## config.mk

```make
export PLATFORM = sky130hd
export DESIGN_NAME = irq_enable_bank
export DESIGN_NICKNAME = d
export VERILOG_FILES = /design/src/rtl/irq_enable_bank.sv
export SDC_FILE = /design/constraint.sdc
export NUM_CORES = 1
export LEC_CHECK = 0
export BUFFER_PORTS_ARGS = -buffer_cell sky130_fd_sc_hd__buf_2
export CAP_MARGIN = 20
export CORE_MARGIN = 4
export CORE_UTILIZATION = 40
export DETAILED_ROUTE_END_ITERATION = 8
export GPL_TIMING_DRIVEN = 0
export PLACE_DENSITY = 0.66
export SLEW_MARGIN = 25
export SYNTH_ARGS = -nofsm -noshare
export SYNTH_HDL_FRONTEND = slang
export SYNTH_SLANG_ARGS = --single-unit
```

## constraint.sdc

```tcl
create_clock -name clk -period 3.1 [get_ports clk]
set_input_delay 0 -clock clk [delete_from_list [all_inputs] [get_ports clk]]
set_output_delay 0 -clock clk [all_outputs]
set_load 0.02 [all_outputs]
```

## src/rtl/irq_enable_bank.sv

```systemverilog
module irq_enable_bank #(
  parameter int NUM_IRQ  = 200,
  parameter int ADDR_W   = 12,
  parameter int WORD_W   = 32,
  parameter int SET_BASE = 'h100,
  parameter int CLR_BASE = 'h180
) (
  input  logic               clk,
  input  logic               rst_n,
  input  logic [ADDR_W-1:0]  bus_addr,
  input  logic [WORD_W-1:0]  bus_wdata,
  input  logic               bus_wr,
  input  logic               bus_rd,
  input  logic               bus_priv,
  output logic [WORD_W-1:0]  bus_rdata,
  output logic               bus_err,
  input  logic [NUM_IRQ-1:0] irq_in,
  output logic               req_valid,
  output logic [$clog2(NUM_IRQ)-1:0] req_id,
  input  logic               req_ack
);
  localparam int NUM_WORDS = (NUM_IRQ + WORD_W - 1) / WORD_W;
  localparam int PAD_W     = NUM_WORDS * WORD_W;
  localparam int WA_W      = ADDR_W - 2;
  localparam int IDX_W     = (NUM_WORDS > 1) ? $clog2(NUM_WORDS) : 1;
  localparam int ID_W      = $clog2(NUM_IRQ);
  localparam int SH_W      = $clog2(PAD_W) + 1;
  localparam logic [WA_W-1:0] SET_W0 = WA_W'(SET_BASE / 4);
  localparam logic [WA_W-1:0] SET_W1 = WA_W'(SET_BASE / 4 + NUM_WORDS);
  localparam logic [WA_W-1:0] CLR_W0 = WA_W'(CLR_BASE / 4);
  localparam logic [WA_W-1:0] CLR_W1 = WA_W'(CLR_BASE / 4 + NUM_WORDS);

  logic [NUM_IRQ-1:0] en_q, pend_q, ready, wr_mask, ack_clr;
  logic [WA_W-1:0]    wa;
  logic [IDX_W-1:0]   idx;
  logic [SH_W-1:0]    shift;
  logic               aligned, set_hit, clr_hit, wr_ok, rd_ok;
  logic [PAD_W-1:0]   en_pad;
  logic [WORD_W-1:0]  rd_word;

  assign wa      = bus_addr[ADDR_W-1:2];
  assign aligned = (bus_addr[1:0] == 2'b00);
  assign set_hit = aligned && (wa >= SET_W0) && (wa < SET_W1);
  assign clr_hit = aligned && (wa >= CLR_W0) && (wa < CLR_W1);
  assign idx     = set_hit ? IDX_W'(wa - SET_W0) : IDX_W'(wa - CLR_W0);
  assign shift   = SH_W'(idx) * SH_W'(WORD_W);
  assign wr_ok   = bus_wr && bus_priv;
  assign rd_ok   = bus_rd && bus_priv && (set_hit || clr_hit);
  assign wr_mask = NUM_IRQ'(PAD_W'(bus_wdata) << shift);
  assign en_pad  = PAD_W'(en_q);
  assign rd_word = WORD_W'(en_pad >> shift);
  assign ready   = pend_q & en_q;

  always_comb begin
    req_valid = 1'b0;
    req_id    = '0;
    for (int i = NUM_IRQ - 1; i >= 0; i--) begin
      if (ready[i]) begin
        req_valid = 1'b1;
        req_id    = ID_W'(i);
      end
    end
  end

  assign ack_clr = (req_ack && req_valid) ? (NUM_IRQ'(1) << req_id) : '0;

  always_ff @(posedge clk or negedge rst_n) begin
    if (!rst_n) begin
      en_q      <= '0;
      pend_q    <= '0;
      bus_rdata <= '0;
      bus_err   <= 1'b0;
    end else begin
      if (wr_ok && set_hit) en_q <= en_q | wr_mask;
      else if (wr_ok && clr_hit) en_q <= en_q & ~wr_mask;
      pend_q    <= (pend_q & ~ack_clr) | irq_in;
      bus_rdata <= rd_ok ? rd_word : '0;
      bus_err   <= (bus_rd || bus_wr) && !bus_priv;
    end
  end


  presented_ok_chk: assert property (@(posedge clk) disable iff (!rst_n)
    req_valid |-> (pend_q[req_id] && en_q[req_id]));

  pend_capture_chk: assert property (@(posedge clk) disable iff (!rst_n)
    (|irq_in) |=> ((pend_q & $past(irq_in)) == $past(irq_in)));

  unpriv_hold_chk: assert property (@(posedge clk) disable iff (!rst_n)
    (bus_wr && !bus_priv) |=> $stable(en_q));

  err_zero_chk: assert property (@(posedge clk) disable iff (!rst_n)
    bus_err |-> (bus_rdata == '0));

  set_grows_chk: assert property (@(posedge clk) disable iff (!rst_n)
    (wr_ok && set_hit) |=> ((en_q & $past(en_q)) == $past(en_q)));

  ack_clear_chk: assert property (@(posedge clk) disable iff (!rst_n)
    (req_ack && req_valid && !irq_in[req_id]) |=> !pend_q[$past(req_id)]);
endmodule

```

# [Word level (Yosys, flattened, before mapping)]
# Index checks and enable logic that the tools add are counted.
[classes] add_sub_neg=2 magnitude_cmp=4 shifts=3 n_mux=405 n_bitwise=7 n_reduce_logical=16
[op_table] op="$mux 8" count=200
[op_table] op="$and 200x200->200" count=3
[op_table] op="$mux 200" count=3
[op_table] op="$not 200->200" count=2
[op_table] op="$or 200x200->200" count=2
[op_table] op="$mux 1" count=200
[op_table] op="$shl 1x8->200 const A" count=1
[op_table] op="$shl 32x8->200" count=1
[op_table] op="$shr 200x8->32" count=1
[op_table] op="$mux 32" count=1
[op_table] op="$ge 10x7->1 const B" count=2
[op_table] op="$lt 10x7->1 const B" count=2
[op_table] op="$logic_and 1x1->1" count=11
[op_table] op="$sub 3x1->3 const B" count=2
[op_table] op="$mux 3" count=1
[op_table] op="$logic_not 2->1" count=1
[op_table] op="$logic_or 1x1->1" count=2
[op_table] op="$reduce_bool 2->1" count=1
[op_table] op="$logic_not 1->1" count=1
[word_totals] register_bits=433 input_bits=250 out_inout_bits=42 word_cells=441

# [Depth between registers and ports, before layout]
# Gate-level depths: netlist (run 1).
[depth] ltp_word=206 mapped_depth=12 ltp_nobuf=10

# [Worst setup path before layout (run 1)]
# OpenSTA, ideal clock, no wires.
[synth_path] path_kind="register to register" start="register pend_q[64]" end="register pend_q[182]" setup_time_ns=0.118 arrival_time_ns=3.020 required_ns=2.982 slack_ns=-0.038 path_stages_with_launch=12 path_buffers=1 period_less_slack_ns=3.138 path_cell_list="dfrtp_1 a22o_1 or4b_1 or3_1 nor3_2 o21ai_1 a21oi_2 nand2_1 buf_2 nor2_4 nand3_1 a21o_1"
[synth_between] elab_chain_len=71 elab_cells_between_ends=137 classes_between="shift (1); mux (131); bitwise (4); reduce/logical (1)"
[synth_lines] item="start, declared" line="33" source="logic [NUM_IRQ-1:0] en_q, pend_q, ready, wr_mask, ack_clr;"
[synth_lines] item="start signal, assigned" line="76" source="pend_q <= (pend_q & ~ack_clr) | irq_in;"
[synth_lines] item="$and 200x200->200" line="52" source="assign ready = pend_q & en_q;"
[synth_lines] item="$mux 8 (65 in series)" line="58" source="if (ready[i]) begin"
[synth_lines] item="via req_id[5]" line="19" source="output logic [$clog2(NUM_IRQ)-1:0] req_id,"
[synth_lines] item="$shl 1x8->200" line="65" source="assign ack_clr = (req_ack && req_valid) ? (NUM_IRQ'(1) << req_id) : '0;"
[synth_lines] item="$mux 200" line="65"
[synth_lines] item="$not 200->200" line="76"
[synth_lines] item="$and 200x200->200" line="76"
[synth_lines] item="$or 200x200->200" line="76"
# The timed path passes the listed nets, and every way through them passes these cells.
# A chain may end at the register's enable or synchronous reset.

# [Worst setup path after layout (run 1)]
[layout_path] start="register pend_q[194]" end="register pend_q[141]"
[layout_between] elab_chain_len=201 elab_cells_between_ends=397 classes_between="shift (1); mux (391); bitwise (4); reduce/logical (1)"
[layout_lines] item="$and 200x200->200 (*)" line="52"
[layout_lines] item="$mux 8 or $mux 1 (tied branches) (195 in series)" line="58"
[layout_lines] item="$shl 1x8->200 or $logic_and 1x1->1 (tied branches)" line="65"
[layout_lines] item="$mux 200 (*)" line="65"
[layout_lines] item="$not 200->200 (*)" line="76"
[layout_lines] item="$and 200x200->200 (*)" line="76"
[layout_lines] item="$or 200x200->200 (*)" line="76"
# Every way passes the cells marked *; elsewhere a longest branch is shown, timed or not.

==> key figures, run 1 <==
Run status
  • Outcome: finished, violations left
  • Failing checks: setup timing

Run
  • Max-cap viol count: 0

Placed design
  • Final GP Congestion: 1.05
  • Dpl hpwl: 89,900 um
  • PortBufs: 289
  • # placed instances: 3,375
  • Place WS: -1870 ps

Critical path
  • Setup CP Type: reg -> reg
  • Worst R2R End: pend_q[141]
  • Slowest stage delay, CP: 430 ps
  • CP max FO: 5
  • R2R setup slack: -480 ps
  • CP Buf/Inv Count: 3
  • CP required: 3600 ps
  • Worst reg2reg startpoint: pend_q[194]
  • Worst setup EP type: flop
  • Worst EP arrival: 4080 ps
  • Critical-path top delay cell: dfrtp_1
  • CP top delay family: compound AO/OA/AOI/OAI gates
  • Register-to-Register Path Depth: 13
  • Critical path startpoint category: flop
  • Crit path top cell by count: buf_6
  • CP Cell Sequence: a22oi_2, o21ai_1, o21ai_2, nand4_1, a211oi_2, o41a_1, a21bo_4, buf_6, a21boi_4, buf_6, clkbuf_16, nand3_1, a21o_1

Power
  • Worst VDD drop: 0.398 mV
  • Leakage: ~0.013 uW
  • Pwr dens: approximately 440 nW/um^2

Timing
  • Final period util: 116%
  • RSZ-0062 raised after global routing: yes
  • Count of final setup violators: 209
  • Fmax: 279 MHz
  • Least-Margin Pin Slew: 1170 ps
  • WHS: about 2.6 ps
  • Max Slew Vio Count: 0
  • Setup ws final: -484 ps
  • Slew HR: 21.8%
  • Final min period: 3580 ps
  • Fin. Hold Viols: 0
  • Clock Skew: around 20 ps

Detailed routing
  • Average wire per standard cell: around 33 um
  • Total wire length: 129,000 um
  • Vias/cell: 6.57
  • Via count: 25,300
  • ANT nets after route: 0
  • DRC: 0
  • DR iter-0 viols: 3,429
  • 1st-pass router iterations: 7

Clock network
  • CTS Root Cell: clkbuf_16
  • Maximum buffer depth of the clock tree: 3
  • Clock buffer count from CTS: between 40 and 50
  • Clk_lat worst skew: 620 ps
  • H-tree depth: 2
  • TritonCTS clock tree: built
  • Clk sinks: ~430
  • Reg clk slew, reported paths: 60 ps

Floorplanning
  • Die area: ~60,000 sq um
  • Initial Utilization: 40.5%
  • I/O pins: just under 300
  • Core Region: 55,300 sq um
  • Die Width: 245 um
  • Chip height: 245 um
  • Std-Cell Rows: 86

Logic synthesis
  • Post-synth EDFFs: 0
  • Simple-gate area share of the yosys netlist: 17.1%
  • Largest family of logic cells by synthesized area: compound AO/OA/AOI/OAI gates
  • Syn Nets: around 2,600
  • Seq/Total Area, Yosys: 48.4%
  • Mux contribution to synthesized area: between 7 and 8%
  • Syn Inst Count: roughly 2,300
  • Cell Area, Synth: between 20,000 and 25,000 sq um
  • Post-synthesis compound-gate area fraction: 24.9%
  • Synth Area per Inst: 9.61 sq um
  • #FFs+latches synth: 433
  • XOR/XNOR Fraction of Synth Area: 0%
  • Post-synth ARST share: 100%
  • Main synth FF type: dfrtp_1
  • YS warnings: 0
  • Synth Area in Adders: 0%
  • Yosys cell types: between 70 and 80

Hold path
  • Worst hold path class: in -> async

Global route
  • Antenna violations before repair: 5
  • Vias in the first global route: 24,800
  • Grt ovf: 0
  • First-pass GRT wire length: 176,000 um
  • Largest net degree at the start of global routing: between 80 and 90
  • Total Routing Usage GR: 41.2%

Finish
  • Fin nets: 3,316
  • Reg area: 10,800 sq um
  • Fin cells: 3,858
  • Final core utilization: between 50% and 60%
  • Multi-input logic area: 12,800 sq um
  • Share of post-route cells with drive strength above 1: 31.6%
  • FILL cells: 4,600
  • Area growth, synth to finish: 47.2%
cell usage in the layout, fill, tap and decap left out, types with 71 or more instances in the layout:
cell type,n
a21o_1,142
buf_2,286
buf_4,103
clkbuf_1,71
dfrtp_1,425
dlygate4sd3_1,236
nand2_1,359
nand3_2,87
nor2_1,130
o21ai_0,191
o31ai_1,97
per-stage QoR:
| stage | cell area (sq um) | TNS [ps] | total power [uW] |
|---|---|---|---|
| 2_1_floorplan | 22400 | -362 | 6300 |
| 3_3_place_gp | 24800 | -3261720 | 7210 |
| 3_5_place_dp | 25000 | -354690 | 7250 |
| 4_1_cts | 31900 | -50080 | 14200 |
| 5_1_grt | 33000 | -73660 | 14700 |
| 6_report | 33000 | -73920 | 14500 |
repair_timing:
| action | CTS | global route |
|---|---|---|
| endpoints found under the hold margin | 596 | 0 |
| gates cloned | 13 | 4 |
| resized for setup | 349 | 202 |
| pin swaps | 94 | 108 |
| hold buffers | 237 | 0 |
| endpoints found under the setup margin | 249 | 288 |
| buffers inserted | 116 | 33 |
kinds of logic after synthesis:
| family | count (synthesis) |
|---|---|
| AO/OA/AOI/OAI | 813 |
| buffers and inverters | 136 |
| flip-flops | 433 |
| multiplexers | 111 |
| AND/OR/NAND/NOR | 839 |
per-layer routing:
layer	vias to the layer above	global-route usage [%]	share of wire (%)
met5	-	0	0.0093
met4	2	27.7	8.6
met3	506	14.6	14
met2	2039	60.1	42
met1	12500	51.5	36
li1	10200	-	-
worst register-to-register path, stage by stage (launching register included):
cell and delay (ps):
dfrtp_1 430, a22oi_2 240, o21ai_1 140, o21ai_2 350, nand4_1 350, a211oi_2 360
o41a_1 290, a21bo_4 270, buf_6 120, a21boi_4 200, buf_6 190, clkbuf_16 210
nand3_1 100, a21o_1 200
area by class of cell:
class / count / share of cell area [%]
Buffer: 115 / 2.71
Inverter: 17 / 0.194
Clock inverter: 24 / 0.786
Tap cell: 748 / 2.84
Multi-Input combinational cell: 1763 / 38.8
Timing Repair Buffer: 687 / 17.5
Sequential cell: 433 / 32.9
Antenna cell: 6 / 0.0455
Clock buffer: 65 / 4.20
cells in the mapped netlist, types with 4 or more instances:
cell       instances  area (sq um)
dfrtp_1          433         10800
nand2_1          365          1370
o21ai_0          199           996
nand3_1          150           751
nor2_1           144           541
a21o_1           142          1070
a22oi_1          106           796
o31ai_1           97           728
clkbuf_1          81           304
a21oi_1           70           350
mux2_2            63           709
nor3_1            38           190
mux4_2            31           698
a22o_1            29           254
a31oi_1           27           169
a32o_1            25           250
nand4_1           24           150
o21ai_1           21           105
nor2b_1           18           113
mux2i_1           17           170
and3_1            16           100
inv_1             16          60.1
and2_1            15          93.8
buf_1             14          52.6
buf_2             14          70.1
nor4_1            12          75.1
o2111ai_1         12           105
a32oi_1           11          96.3
nand2b_1          11          68.8
nor2_2            11          68.8
a221oi_1           9          78.8
o211ai_1           9          67.6
a211oi_1           8          60.1
buf_4              8          60.1
a21boi_0           7          52.6
a211o_1            5          43.8
a221o_1            4          40.0
a222oi_1           4          40.0
and4_1             4          35.0
where the power goes:
part | switching [uW] | internal [uW]
clock network | 2580 | 3480
logic | 1680 | 1040
registers | 14.7 | 5660
total | 4270 | 10200
how the worst max path moves through the flow:
stage,start,cells past startpoint,to
floorplan,pend_q[64],11,pend_q[182]
detailed placement,pend_q[191],11,pend_q[141]
global route,pend_q[148],14,pend_q[135]
CTS,flop,13,pend_q[190]
finish,pend_q[194],13,pend_q[141]
global placement,rst_n,1,pend_q[122]
No activity file was read; power rests on OpenSTA's default activity.
==> run 2: changes to the inputs <==
RECOVER_POWER = 50   (was not set)
==> run 2 against run 1 <==
Net effect: the flow finishes with violations (capacitance limit, slew limit, setup timing); hold slack gained 82 ps; critical path type unchanged; sequential share of layout area grew 0.11 points; die area is the same; clock skew shrank 2.9 ps.
==> key figures, run 2 (synthesized netlist as in run 1, its figures left out) <==
Clock network
  • H-tree depth: 2 (unchanged)
  • TritonCTS clock tree: built
  • Maximum buffer depth of the clock tree: 3 (unchanged)
  • Clk_lat worst skew: 620 ps (about the same)
  • Clock buffer count from CTS: 49 (unchanged)
  • CTS Root Cell: clkbuf_16
  • Clk sinks: 433 (unchanged)
  • Reg clk slew, reported paths: 60 ps (about the same)

Floorplanning
  • Initial Utilization: 40.5% (unchanged)
  • Die area: 59,900 sq um (unchanged)
  • Core Region: 55,300 sq um (unchanged)
  • I/O pins: 292 (unchanged)
  • Std-Cell Rows: 86 (unchanged)
  • Chip height: 245 um (unchanged)
  • Die Width: 245 um (unchanged)

Run status
  • Failing checks: capacitance limit, slew limit, setup timing
  • Outcome: finished, violations left

Power
  • Part of the power in registers: 39.3% (about the same)
  • Pwr dens: 439 nW/um^2 (+0.21%)
  • Switch Pwr: 4270 uW (-0.14%)
  • Worst VDD drop: 0.401 mV (+0.63%)
  • Comb pwr share: 18.7% (about the same)
  • Clock power share: 42.0% (about the same)
  • Pint: 10,200 uW (-0.13%)
  • Switching share of power: 29.5% (about the same)
  • Leakage: 0.0131 uW (-0.32%)
  • Total power: 14,400 uW (-0.13%)

Timing
  • Fmax: 278 MHz (-0.32%)
  • Count of final setup violators: 209 (unchanged)
  • Least-Margin Pin Slew: 2100 ps (+931 ps)
  • Final min period: 3600 ps (+11.4 ps)
  • Fin. Hold Viols: 0 (unchanged)
  • Final period util: 116% (+0.37 points)
  • Clock Skew: 17.1 ps (-2.91 ps)
  • RSZ-0062 raised after global routing: yes
  • Slew HR: -40.2% (-62 points)
  • Max Slew Vio Count: 207 (+207)
  • Setup ws final: -495 ps (-11.4 ps)
  • Post-route setup TNS: -78,130 ps (-4210 ps)

Finish
  • Area growth, synth to finish: 46.7%
  • Fin nets: 3,316 (unchanged)
  • Commonest non-fill, non-tap cell in the layout: dfrtp_1
  • Share of post-route cells with drive strength above 1: 31.6% (-0.064 points)
  • Final core utilization: 59.4% (-0.20 points)
  • Commonest cells after routing, fill and taps aside: dfrtp_1 (425), nand2_1 (359), buf_2 (285)
  • FILL cells: 4,618 (+0.39%)

Global route
  • First-pass GRT wire length: 176,000 um (unchanged)
  • Grt ovf: 0 (unchanged)
  • Met3 GRT Util: 14.6% (unchanged)
  • Largest net degree at the start of global routing: 86 (unchanged)
  • Total Routing Usage GR: 41.2% (unchanged)
  • Global route hottest layer: met2
  • Vias in the first global route: 24,800 (unchanged)
  • Antenna violations before repair: 5 (unchanged)
  • Met2 usage: 60.1% (unchanged)
  • Met1 Resource Use GR: 51.5% (unchanged)

Placed design
  • Place WS: -1870 ps (unchanged)
  • PortBufs: 289 (unchanged)
  • Dpl hpwl: 89,900 um (unchanged)
  • Final GP Congestion: 1.05 (unchanged)

Critical path
  • Worst EP arrival: 4100 ps (+20 ps)
  • CP required: 3600 ps (about the same)
  • Setup CP Type: reg -> reg
  • Slowest stage delay, CP: 430 ps (about the same)
  • Critical path startpoint category: flop
  • CP max FO: 5 (unchanged)
  • Crit path top cell by count: buf_6
  • CP Cell Sequence: a22oi_2, o21ai_1, o21ai_2, nand4_1, a211oi_2, o41a_1, a21bo_4, buf_6, a21boi_4, buf_6, clkbuf_16, nand3_1, a21o_1
  • Worst setup EP type: flop
  • Critical-path top delay cell: dfrtp_1

Detailed routing
  • DR iter-0 viols: 3,383 (-1.3%)
  • Total wire length: 129,000 um (+0.10%)
  • 1st-pass router iterations: 6 (-1)
  • Vias/cell: 6.56 (about the same)
  • Average wire per standard cell: 33.5 um (+0.23%)
  • Via count: 25,300 (-0.20%)
  • ANT nets after route: 0 (unchanged)
  • DRC: 0 (unchanged)

Hold path
  • Worst hold path class: in -> reg

Run
  • Max-cap viol count: 3 (+3)
run 2: cell types whose count changed in the layout (fill, tap and decap cells not counted), sizes merged:
cell | previous run | this run
buf | 481 | 475
clkbuf | 150 | 156
diode | 6 | 1
run 2: power groups by stage:
stage | Combinational (uW) | Sequential (uW) | Clock (uW)
after floorplan | 518 | 5780 | 0
final | 2700 | 5680 | 6060
after global routing | 2720 | 5680 | 6280
after CTS | 2470 | 5680 | 6060
after detailed placement | 1470 | 5780 | 0
after global placement | 1430 | 5780 | 0
run 2: path summary, 6_finish.rpt:
kind                             startpoint     endpoint  slack, ps  depth (start not counted)
worst max-delay path            pend_q[194]  pend_q[141]       -500                         13
worst min-delay path            bus_addr[3]         flop         80                          5
worst max register to register  pend_q[194]  pend_q[141]       -500                         13
worst min register to register   pend_q[16]   pend_q[16]        510                          1
max in group asynchronous             rst_n    async pin        370                          4
min in group asynchronous             rst_n   pend_q[70]        650                          3
run 2: worst max-delay path: cells and delay by family (launching register included):
family	cells	cell delay [ps]
simple gates	2	460
flops	1	430
buf+inv	3	520
compound gates	8	2040
run 2: per-stage QoR:
stage                     std cells  area (sq um)  hold slack [ps]
after floorplan                2332         22400             -296
after global placement         3369         24800              179
after detailed placement       3375         25000            -18.4
after CTS                      3829         31900             3.71
after global routing           3852         32900             78.9
final                          3853         32900             84.8
run 2: timing repair:
action / CTS / global route
gates cloned: 13 / 4
pin swaps: 94 / 108
hold endpoints to repair: 596 / 0
endpoints found under the setup margin: 249 / 288
setup buffers: 116 / 33
hold buffers: 237 / 0
gates resized for setup: 349 / 202
run 2: cell type report:
type	count	area [sq um]	share of cell area [%]
multi-input combinational	1763	12800	38.9
sequential	433	10800	33.0
timing repair buffer	687	5680	17.3
clock buffer	65	1390	4.22
tap	748	936	2.85
buffer	115	895	2.72
clock inverter	24	259	0.788
inverter	17	63.8	0.194
antenna	1	2.50	0.00762
run 2: metal layers:
layer | routed length, um | vias up
met1 | 45600 | 12500
met2 | 53700 | 1990
met5 | 31 | -
met3 | 18200 | 507
li1 | - | 10200
met4 | 11300 | 6
